## src/rtl/sdram_lp_pkg.sv

```systemverilog
// Package: shared field positions, state codes and mode decode for the
// SDRAM idle low-power controller. Assumes a 16-bit control word.
package sdram_lp_pkg;

    localparam int REG_W    = 16;
    localparam int MODE_LSB = 8;
    localparam int MODE_W   = 3;
    localparam int TMO_LSB  = 4;
    localparam int TMO_W    = 4;

    localparam logic [MODE_W-1:0] MODE_OFF      = 3'd0;
    localparam logic [MODE_W-1:0] MODE_CLK_STOP = 3'd1;
    localparam logic [MODE_W-1:0] MODE_SELF_REF = 3'd2;
    localparam logic [MODE_W-1:0] MODE_PWR_DOWN = 3'd4;

    localparam logic [TMO_W-1:0] TMO_SAFE_MIN = 4'd9;

    typedef enum logic [2:0] {
        ST_ACTIVE   = 3'd0,
        ST_SELF_REF = 3'd1,
        ST_CLK_STOP = 3'd2,
        ST_PWR_DOWN = 3'd3,
        ST_EXITING  = 3'd4
    } lp_state_e;

    // Map reserved mode codes onto "off"
    function automatic logic [MODE_W-1:0] eff_mode(input logic [MODE_W-1:0] raw);
        case (raw)
            MODE_CLK_STOP, MODE_SELF_REF, MODE_PWR_DOWN: eff_mode = raw;
            default:                                     eff_mode = MODE_OFF;
        endcase
    endfunction

    // Low-power state that a non-off mode leads to
    function automatic lp_state_e mode_to_state(input logic [MODE_W-1:0] m);
        case (m)
            MODE_SELF_REF: mode_to_state = ST_SELF_REF;
            MODE_CLK_STOP: mode_to_state = ST_CLK_STOP;
            MODE_PWR_DOWN: mode_to_state = ST_PWR_DOWN;
            default:       mode_to_state = ST_ACTIVE;
        endcase
    endfunction

endpackage

```

## src/rtl/lp_cfg_regs.sv

```systemverilog
// Module: live and backup control words with read mux and sanity flags.
// Assumes: cold reset has priority over warm reset; both are synchronous.
// A warm reset reloads the live word from the backup word and blocks writes.
module lp_cfg_regs
    import sdram_lp_pkg::*;
(
    input  logic             clk,
    input  logic             rst_cold_n,
    input  logic             rst_warm_n,
    input  logic             wr_en,
    input  logic             wr_shadow,
    input  logic [REG_W-1:0] wdata,
    input  logic             rd_shadow,
    output logic [REG_W-1:0] rdata,
    output logic [REG_W-1:0] live_q,
    output logic [REG_W-1:0] shadow_q,
    output logic [MODE_W-1:0] mode_eff,
    output logic [TMO_W-1:0] tmo,
    output logic             cfg_err,
    output logic             cfg_warn
);

    logic             short_tmo;
    logic [MODE_W-1:0] mode_raw;

    // Live word: cleared by cold reset, reloaded by warm reset, else written
    always_ff @(posedge clk) begin
        if (!rst_cold_n) begin
            live_q <= '0;
        end else if (!rst_warm_n) begin
            live_q <= shadow_q;
        end else if (wr_en && !wr_shadow) begin
            live_q <= wdata;
        end
    end

    // Backup word: cleared only by cold reset, written only through its select
    always_ff @(posedge clk) begin
        if (!rst_cold_n) begin
            shadow_q <= '0;
        end else if (rst_warm_n && wr_en && wr_shadow) begin
            shadow_q <= wdata;
        end
    end

    // Read mux and field decode
    always_comb begin
        rdata     = rd_shadow ? shadow_q : live_q;
        mode_raw  = live_q[MODE_LSB +: MODE_W];
        mode_eff  = eff_mode(mode_raw);
        tmo       = live_q[TMO_LSB +: TMO_W];
        short_tmo = (tmo < TMO_SAFE_MIN);
        cfg_err   = short_tmo && (mode_eff == MODE_SELF_REF);
        cfg_warn  = short_tmo && (mode_eff != MODE_SELF_REF);
    end

endmodule

```

## src/rtl/lp_idle_timer.sv

```systemverilog
// Module: counts consecutive idle cycles and flags expiry of the window
// 2^(tmo+TMO_OFS). Assumes clear is high whenever counting must not run.
module lp_idle_timer #(
    parameter int TMO_W   = 4,
    parameter int TMO_OFS = 3,
    parameter int CNT_W   = (1 << TMO_W) + TMO_OFS
) (
    input  logic             clk,
    input  logic             rst_n,
    input  logic             clear,
    input  logic [TMO_W-1:0] tmo,
    output logic             expired
);

    logic [CNT_W-1:0] idle_cnt;
    logic [CNT_W-1:0] limit;

    // Window length from the timeout exponent
    always_comb begin
        limit   = CNT_W'(1) << (tmo + TMO_OFS);
        expired = !clear && (idle_cnt >= (limit - CNT_W'(1)));
    end

    // Idle counter, saturating at the window length
    always_ff @(posedge clk) begin
        if (!rst_n || clear) begin
            idle_cnt <= '0;
        end else if (idle_cnt < limit) begin
            idle_cnt <= idle_cnt + CNT_W'(1);
        end
    end

endmodule

```

## src/rtl/lp_state_fsm.sv

```systemverilog
// Module: low-power state machine with exit-latency counter and pin drive.
// Assumes EXIT_LAT >= 1; cold reset parks in active, warm reset in self-refresh.
module lp_state_fsm
    import sdram_lp_pkg::*;
#(
    parameter int EXIT_LAT = 4
) (
    input  logic              clk,
    input  logic              rst_cold_n,
    input  logic              rst_warm_n,
    input  logic [MODE_W-1:0] mode_eff,
    input  logic              expired,
    input  logic              mem_req,
    input  logic              exit_cmd,
    output lp_state_e         state,
    output logic              mem_ack,
    output logic              cke,
    output logic              mem_clk_en,
    output logic              phy_pd
);

    localparam int EXIT_W = $clog2(EXIT_LAT + 1);

    lp_state_e         nxt;
    logic [EXIT_W-1:0] exit_cnt;

    // Next-state selection
    always_comb begin
        nxt = state;
        case (state)
            ST_ACTIVE: begin
                if (expired && (mode_eff != MODE_OFF)) nxt = mode_to_state(mode_eff);
            end
            ST_SELF_REF, ST_CLK_STOP, ST_PWR_DOWN: begin
                if (mem_req || exit_cmd) nxt = ST_EXITING;
            end
            ST_EXITING: begin
                if (exit_cnt == '0) nxt = ST_ACTIVE;
            end
            default: nxt = ST_ACTIVE;
        endcase
    end

    // State register with reset priorities
    always_ff @(posedge clk) begin
        if (!rst_cold_n) begin
            state <= ST_ACTIVE;
        end else if (!rst_warm_n) begin
            state <= ST_SELF_REF;
        end else begin
            state <= nxt;
        end
    end

    // Exit-latency counter, loaded on entry to the exit sequence
    always_ff @(posedge clk) begin
        if (!rst_cold_n || !rst_warm_n) begin
            exit_cnt <= '0;
        end else if (nxt == ST_EXITING && state != ST_EXITING) begin
            exit_cnt <= EXIT_W'(EXIT_LAT - 1);
        end else if (state == ST_EXITING && exit_cnt != '0) begin
            exit_cnt <= exit_cnt - EXIT_W'(1);
        end
    end

    // Output pins decoded from the state
    always_comb begin
        mem_ack    = mem_req && (state == ST_ACTIVE);
        cke        = (state != ST_SELF_REF);
        mem_clk_en = (state != ST_CLK_STOP);
        phy_pd     = (state == ST_PWR_DOWN);
    end

endmodule

```

## src/rtl/sdram_lp_ctrl.sv

```systemverilog
// Module: top of the SDRAM idle low-power controller. Wires the control
// words, the idle timer and the state machine. Assumes synchronous
// active-low resets and a request that stays high until acknowledged.
module sdram_lp_ctrl
    import sdram_lp_pkg::*;
#(
    parameter int EXIT_LAT = 4,
    parameter int TMO_OFS  = 3
) (
    input  logic             clk,
    input  logic             rst_cold_n,
    input  logic             rst_warm_n,
    input  logic             cfg_wr_en,
    input  logic             cfg_wr_shadow,
    input  logic [REG_W-1:0] cfg_wdata,
    input  logic             cfg_rd_shadow,
    output logic [REG_W-1:0] cfg_rdata,
    input  logic             mem_req,
    output logic             mem_ack,
    output logic             cke,
    output logic             mem_clk_en,
    output logic             phy_pd,
    output logic [2:0]       lp_status,
    output logic             cfg_err,
    output logic             cfg_warn
);

    logic [REG_W-1:0]  live_q;
    logic [REG_W-1:0]  shadow_q;
    logic [MODE_W-1:0] mode_eff;
    logic [TMO_W-1:0]  tmo;
    logic              idle_clear;
    logic              expired;
    logic              exit_cmd;
    lp_state_e         state;

    lp_cfg_regs u_cfg (
        .clk        (clk),
        .rst_cold_n (rst_cold_n),
        .rst_warm_n (rst_warm_n),
        .wr_en      (cfg_wr_en),
        .wr_shadow  (cfg_wr_shadow),
        .wdata      (cfg_wdata),
        .rd_shadow  (cfg_rd_shadow),
        .rdata      (cfg_rdata),
        .live_q     (live_q),
        .shadow_q   (shadow_q),
        .mode_eff   (mode_eff),
        .tmo        (tmo),
        .cfg_err    (cfg_err),
        .cfg_warn   (cfg_warn)
    );

    // Idle counting runs only in the active state with no request pending
    always_comb begin
        idle_clear = (state != ST_ACTIVE) || mem_req;
        exit_cmd   = cfg_wr_en && !cfg_wr_shadow &&
                     (eff_mode(cfg_wdata[MODE_LSB +: MODE_W]) == MODE_OFF);
        lp_status  = state;
    end

    lp_idle_timer #(
        .TMO_W   (TMO_W),
        .TMO_OFS (TMO_OFS)
    ) u_idle (
        .clk     (clk),
        .rst_n   (rst_cold_n && rst_warm_n),
        .clear   (idle_clear),
        .tmo     (tmo),
        .expired (expired)
    );

    lp_state_fsm #(
        .EXIT_LAT (EXIT_LAT)
    ) u_fsm (
        .clk        (clk),
        .rst_cold_n (rst_cold_n),
        .rst_warm_n (rst_warm_n),
        .mode_eff   (mode_eff),
        .expired    (expired),
        .mem_req    (mem_req),
        .exit_cmd   (exit_cmd),
        .state      (state),
        .mem_ack    (mem_ack),
        .cke        (cke),
        .mem_clk_en (mem_clk_en),
        .phy_pd     (phy_pd)
    );

endmodule

```

## config.mk

```make
export PLATFORM = sky130hd
export DESIGN_NAME = sdram_lp_ctrl
export DESIGN_NICKNAME = d
export VERILOG_FILES = /design/src/rtl/sdram_lp_pkg.sv /design/src/rtl/lp_cfg_regs.sv /design/src/rtl/lp_idle_timer.sv /design/src/rtl/lp_state_fsm.sv /design/src/rtl/sdram_lp_ctrl.sv
export SDC_FILE = /design/constraint.sdc
export NUM_CORES = 1
export LEC_CHECK = 0
export ABC_CLOCK_PERIOD_IN_PS = 7200
export BUFFER_PORTS_ARGS = -buffer_cell sky130_fd_sc_hd__buf_2
export CAP_MARGIN = 0
export CORE_MARGIN = 2
export CORE_UTILIZATION = 64
export DETAILED_ROUTE_END_ITERATION = 10
export PLACE_DENSITY = 0.9
export SLEW_MARGIN = 10
export SYNTH_ARGS = -nofsm -noshare
export SYNTH_HDL_FRONTEND = slang
export SYNTH_SLANG_ARGS = --single-unit
```

## constraint.sdc

```tcl
create_clock -name clk -period 7.2 [get_ports clk]
set_input_delay 2.16 -clock clk [delete_from_list [all_inputs] [get_ports clk]]
set_output_delay 2.16 -clock clk [all_outputs]
set_load 0.02 [all_outputs]
```

* Yosys cells after proc, flatten, opt, wreduce, memory -nomap -nowiden *
Cells that the tools add are included.

cells by class
  $add $sub $neg = 4
  order comparisons = 3
  equal/unequal tests = 19
  shifts and indexed selects = 1
  multiplexer cells = 13
  reductions and logical operators = 33

operator list
  operator                                                                 number
  16-bit 2-to-1 mux                                                        3
  1-bit by 32-bit << shifter with 19-bit output, first input constant      1
  19-bit by 1-bit adder with 19-bit output, second input constant          1
  19-bit greater-or-equal comparator                                       1
  19-bit < comparator                                                      1
  19-bit by 1-bit subtractor with 19-bit output, second input constant     1
  3-bit by 2-bit equality test with 1-bit output, second input constant    5
  3-bit equality test, second input constant                               5
  3-bit 2-to-1 mux                                                         5
  3-bit by 1-bit equality test with 1-bit output, second input constant    4
  1-bit logical AND                                                        12
  3-bit zero test                                                          3
  3-bit one-hot mux with 3 select lines                                    1
  3-bit nonzero test                                                       3
  3-bit OR reduction                                                       3
  3-bit by 2-bit inequality test with 1-bit output, second input constant  2
  2-bit one-hot mux with 3 select lines                                    1
  4-bit by 2-bit adder with 5-bit output, second input constant            1
  1-bit zero test                                                          5
  1-bit logical OR                                                         4
  4-bit < comparator, second input constant                                1
  2-bit 2-to-1 mux                                                         2
  3-bit by 1-bit inequality test with 1-bit output, second input constant  1
  3-bit inequality test, second input constant                             1
  6 further kinds                                                          6

storage, ports and cells
  flip-flop bits (word level) = 57
  bits of input ports = 23
  output and inout port bits = 25
  word-level logic and storage cells = 80

* Depth between registers and ports, before layout *
  word-level depth = 11
  gate-level depth with buffers = 19
  depth with buffers taken out = 17

* Cells and area by module *
Synthesis repeated with hierarchy kept, for this count alone.

unflattened totals
  cell total of the unflattened synthesis = 521
  area total of the unflattened synthesis = 4261.6 um2

modules (own cells, without submodules)
  module         times used  cells each  area an instance (um2)  sequential area each (um2)
  lp_idle_timer  1           267         2038.2                  380.4
  lp_cfg_regs    1           207         1808.0                  640.6
  lp_state_fsm   1           40          362.8                   120.1
  sdram_lp_ctrl  1           7           52.6                    0.0

* Least setup slack after synthesis *
No wires, ideal clock.

  path kind = input to output
  start point = input port cfg_rd_shadow
  end point = output port cfg_rdata[10]
  arrival = 3.204 ns
  required time = 5.040 ns
  slack = 1.836 ns
  stages on the path = 3
  buffers on the path = 2
  cells stage by stage = clkbuf_1 > buf_1 > mux2_2

between the ends
  cells in the longest elaborated chain, start to end = 1

ends and longest elaborated chain
  what               line                 text
  from (decl)        sdram_lp_ctrl.sv:16  input logic cfg_rd_shadow,
  16-bit 2-to-1 mux  lp_cfg_regs.sv:48    rdata = rd_shadow ? shadow_q : live_q;
  to (decl)          sdram_lp_ctrl.sv:17  output logic [REG_W-1:0] cfg_rdata,

No other way between the ends.

* Worst setup path in the final report *
  start point = input port cfg_rd_shadow
  end point = output port cfg_rdata[8]

Same word-level chain as after synthesis.

==> summary.txt <==
Run status
  • Outcome: finished clean

GRT
  • Largest net degree at the start of global routing: 33
  • Global-route usage over all layers: 30.2%
  • Number of global-route vias before repair: 3895
  • First-pass GRT wire length: 17800 um
  • Initial antenna violation count: 0
  • Grt ovf: 0

Pwr
  • Peak supply drop: 0.000141 V
  • Tot Pwr: 0.000890 W
  • Pwr per Cell Area: 188 mW/mm2
  • Lkg Pwr: 1.98 nW

Detailed routing
  • WL/cell: 16.9 um
  • Routed via count: 4157
  • Drt first pass iters: 5
  • 1st-iter DRT viols: 368
  • Avg Vias per Cell: 6.48
  • Drt total wl: 10800 um
  • Residual DRC: 0
  • Routed Antenna Nets: 0

Synthesis
  • Mapped Cells: 529
  • Number of flops mapped to enable cells by yosys: 0
  • Primary FF master, synth: dfxtp_1
  • Synthesized Nets: 596
  • Synth unique cells: 61
  • FF+latch count, synth: 57
  • Synth warn: 0
  • Syn avg cell area: 8.10 um2
  • Post-synthesis sequential area ratio: 26.6%
  • Synth async-reset ratio: 0%
  • Syn Std Cell Area: 0.00428 mm2

Cells and area
  • Final antenna diode count: 0
  • Commonest non-fill, non-tap cell in the layout: nand2_1
  • Layout area overhead: 10.7%
  • Final net count: 627
  • Non-filler cells, final: 642
  • # fillers: 493
  • Share of cells above drive strength 1: 16.3%
  • Final Cell Area: 0.00474 mm2
  • Reg area: 0.00114 mm2
  • Most frequent cells in the layout: 63 x nand2_1, 57 x dfxtp_1, 51 x nor2_1, 47 x buf_2, 44 x ha_1
  • Multi-input logic area: 0.00297 mm2

Placed design
  • Placed Cells incl. Taps: 626
  • Final GP Congestion: 0.877
  • HPWL after DPL: 7810 um
  • DP Area: 0.00452 mm2
  • Port bufs: 47

Floorplan
  • Row count: 29
  • I/O pins: 48
  • Core Footprint: 0.00642 mm2
  • Die X-Extent: 85.8 um
  • Die area: 0.00736 mm2
  • Initial core utilization: 66.7%
  • Die Y: 85.8 um

Timing
  • RSZ-0062 raised after global routing: no
  • Fmax: 0.193 GHz
  • Fin. max-slew vios: 0
  • Final hold slack: 0.468 ns
  • Max_slew headroom: 32.3%
  • Setup TNS: 0 ns
  • Final critical-path required period: 5.19 ns
  • Crit share post-route: 72.1%
  • Final Hold Viols: 0
  • Clock Skew: 0.00988 ns
  • Worst-margin pin slew: 1.01 ns
  • Setup-failing EPs final: 0

Run
  • Max Cap Violations: 0

Critical path
  • CP bufs+invs: 2
  • Crit Path Category: in2out
  • Crit end category: output pin
  • Critical Path AT: 3.03 ns
  • Worst path cell trace: buf_2, mux2_2, buf_2
  • Slowest CP cell: mux2_2
  • CP most frequent cell: buf_2
  • Required time of the worst setup path: 5.04 ns
  • Cell family with most CP delay: buffers and inverters
  • CP Launch Type: primary input
  • Crit-path max FO: 18
  • CP peak stage delay: 0.39 ns

Clocking
  • H-Tree Level Count: 3
  • Max Root-Sink Buffers: 2
  • Post-cts hold buffer count: 0
  • Root buffer cell: clkbuf_8
  • Post-CTS Setup Bufs: 0
  • Clock slew at reported path FFs: 0.07 ns
  • Clock sink count: 57
  • Worst skew pair latency: 0.35 ns
  • PostCTS Resize Cnt: 0
  • CTS Buf Count: 9
  • CTS tree: yes

Min path
  • Worst min path class: reg2reg
==> metal layers <==
metal	part of all wire (%)	vias up	GRT usage, %
met2	50	178	51.1
li1	-	1978	-
met3	5.8	38	5.87
met4	3.1	0	14.1
met1	41	1963	36.9
met5	0	-	0
==> cell families after synthesis <==
family	after synthesis	share of synthesized area (%)
compound gates	115	18.1
xor+xnor	29	5.93
fa+ha+maj	45	13.1
buf+inv	48	4.35
flops	57	26.6
mux	34	8.35
simple gates	201	23.5
==> layout make-up <==
cell class                      instances  area share (%)
Sequential cell                        57            24.1
Clock buffer                            9            2.61
Timing Repair Buffer                   48            5.12
Clock inverter                          7            2.01
Tap cell                               77            2.03
Multi-Input combinational cell        424            62.6
Inverter                               20            1.58
==> through the flow <==
stage	setup WS (ns)	util (%)
3_5_place_dp	2.02	70.3
6_report	2.01	73.8
2_1_floorplan	1.84	-
3_3_place_gp	2.06	70.3
5_1_grt	1.97	73.8
4_1_cts	2.02	73.7
==> synthesized netlist by cell type (2+ instances only) <==
cell       instances  area (um2)
a211o_1            2        17.5
mux2i_1           20         200
or4_1              2        15.0
buf_1              2        7.51
nor2b_1            7        43.8
nor3_1             8        40.0
a21oi_1           40         200
nor4b_1            2        17.5
a21boi_0           2        15.0
a2bb2oi_1          2        17.5
nand3b_1           6        45.0
nor4_1             2        12.5
nor2_1            51         191
and4_1             2        17.5
o21ai_1            2        10.0
nand4_1           15        93.8
ha_1              44         551
o21ai_0           21         105
a211oi_1          22         165
nor3b_1            2        15.0
nand2b_1           4        25.0
nand3_1           16        80.1
nand2_1           63         236
a31oi_1            2        12.5
and3_1             5        31.3
or2_1              2        12.5
buf_2              5        25.0
o211ai_1           3        22.5
a2111oi_4          2        55.1
inv_1             20        75.1
mux2_2            14         158
xor2_1            19         166
or3_1              5        31.3
and2_1             3        18.8
clkbuf_1          21        78.8
dfxtp_1           57        1140
xnor2_1           10        87.6
==> worst register-to-register path: stages (launching register included) <==
cell	delay, ns
dfxtp_1	0.82
or2_1	0.25
inv_1	0.11
ha_1	0.61
nor2_1	0.15
nand2_1	0.14
ha_1	0.28
o31ai_2	0.14
a211o_1	0.35
nor2b_1	0.17
xnor2_1	0.14
ha_1	0.26
nand4_1	0.16
a211oi_1	0.07
a2111oi_0	0.37
o21ai_0	0.19
a2bb2oi_1	0.25
o21ai_0	0.14
==> final timing paths <==
check | from | cells after the start | slack, ns | endpoint
setup / recovery | cfg_rd_shadow | 3 | 2.01 | cfg_rdata[8]
hold / removal | u_cfg.shadow_q[14]$_SDFFE_PN0P_ | 2 | 0.47 | u_cfg.shadow_q[14]$_SDFFE_PN0P_
setup reg to reg | u_cfg.live_q[5]$_SDFFE_PN0P_ | 17 | 2.46 | u_fsm.state[0]$_SDFF_PN0_
hold reg to reg | u_cfg.shadow_q[14]$_SDFFE_PN0P_ | 2 | 0.47 | u_cfg.shadow_q[14]$_SDFFE_PN0P_
==> flip-flops by register name (all words and copies together), names as in the netlist <==
register         cells
u_cfg.live_q        16
u_idle.idle_cnt     19
u_fsm.exit_cnt       3
u_fsm.state          3
u_cfg.shadow_q      16
==> where the power goes <==
| group | internal, W | switching (W) | total (W) |
|---|---|---|---|
| registers | 0.000326 | 0.0000151 | 0.000341 |
| logic | 0.0000850 | 0.000132 | 0.000217 |
| clock network | 0.000194 | 0.000137 | 0.000331 |
| total | 0.000606 | 0.000284 | 0.000890 |
No activity file was read; power rests on OpenSTA's default activity.
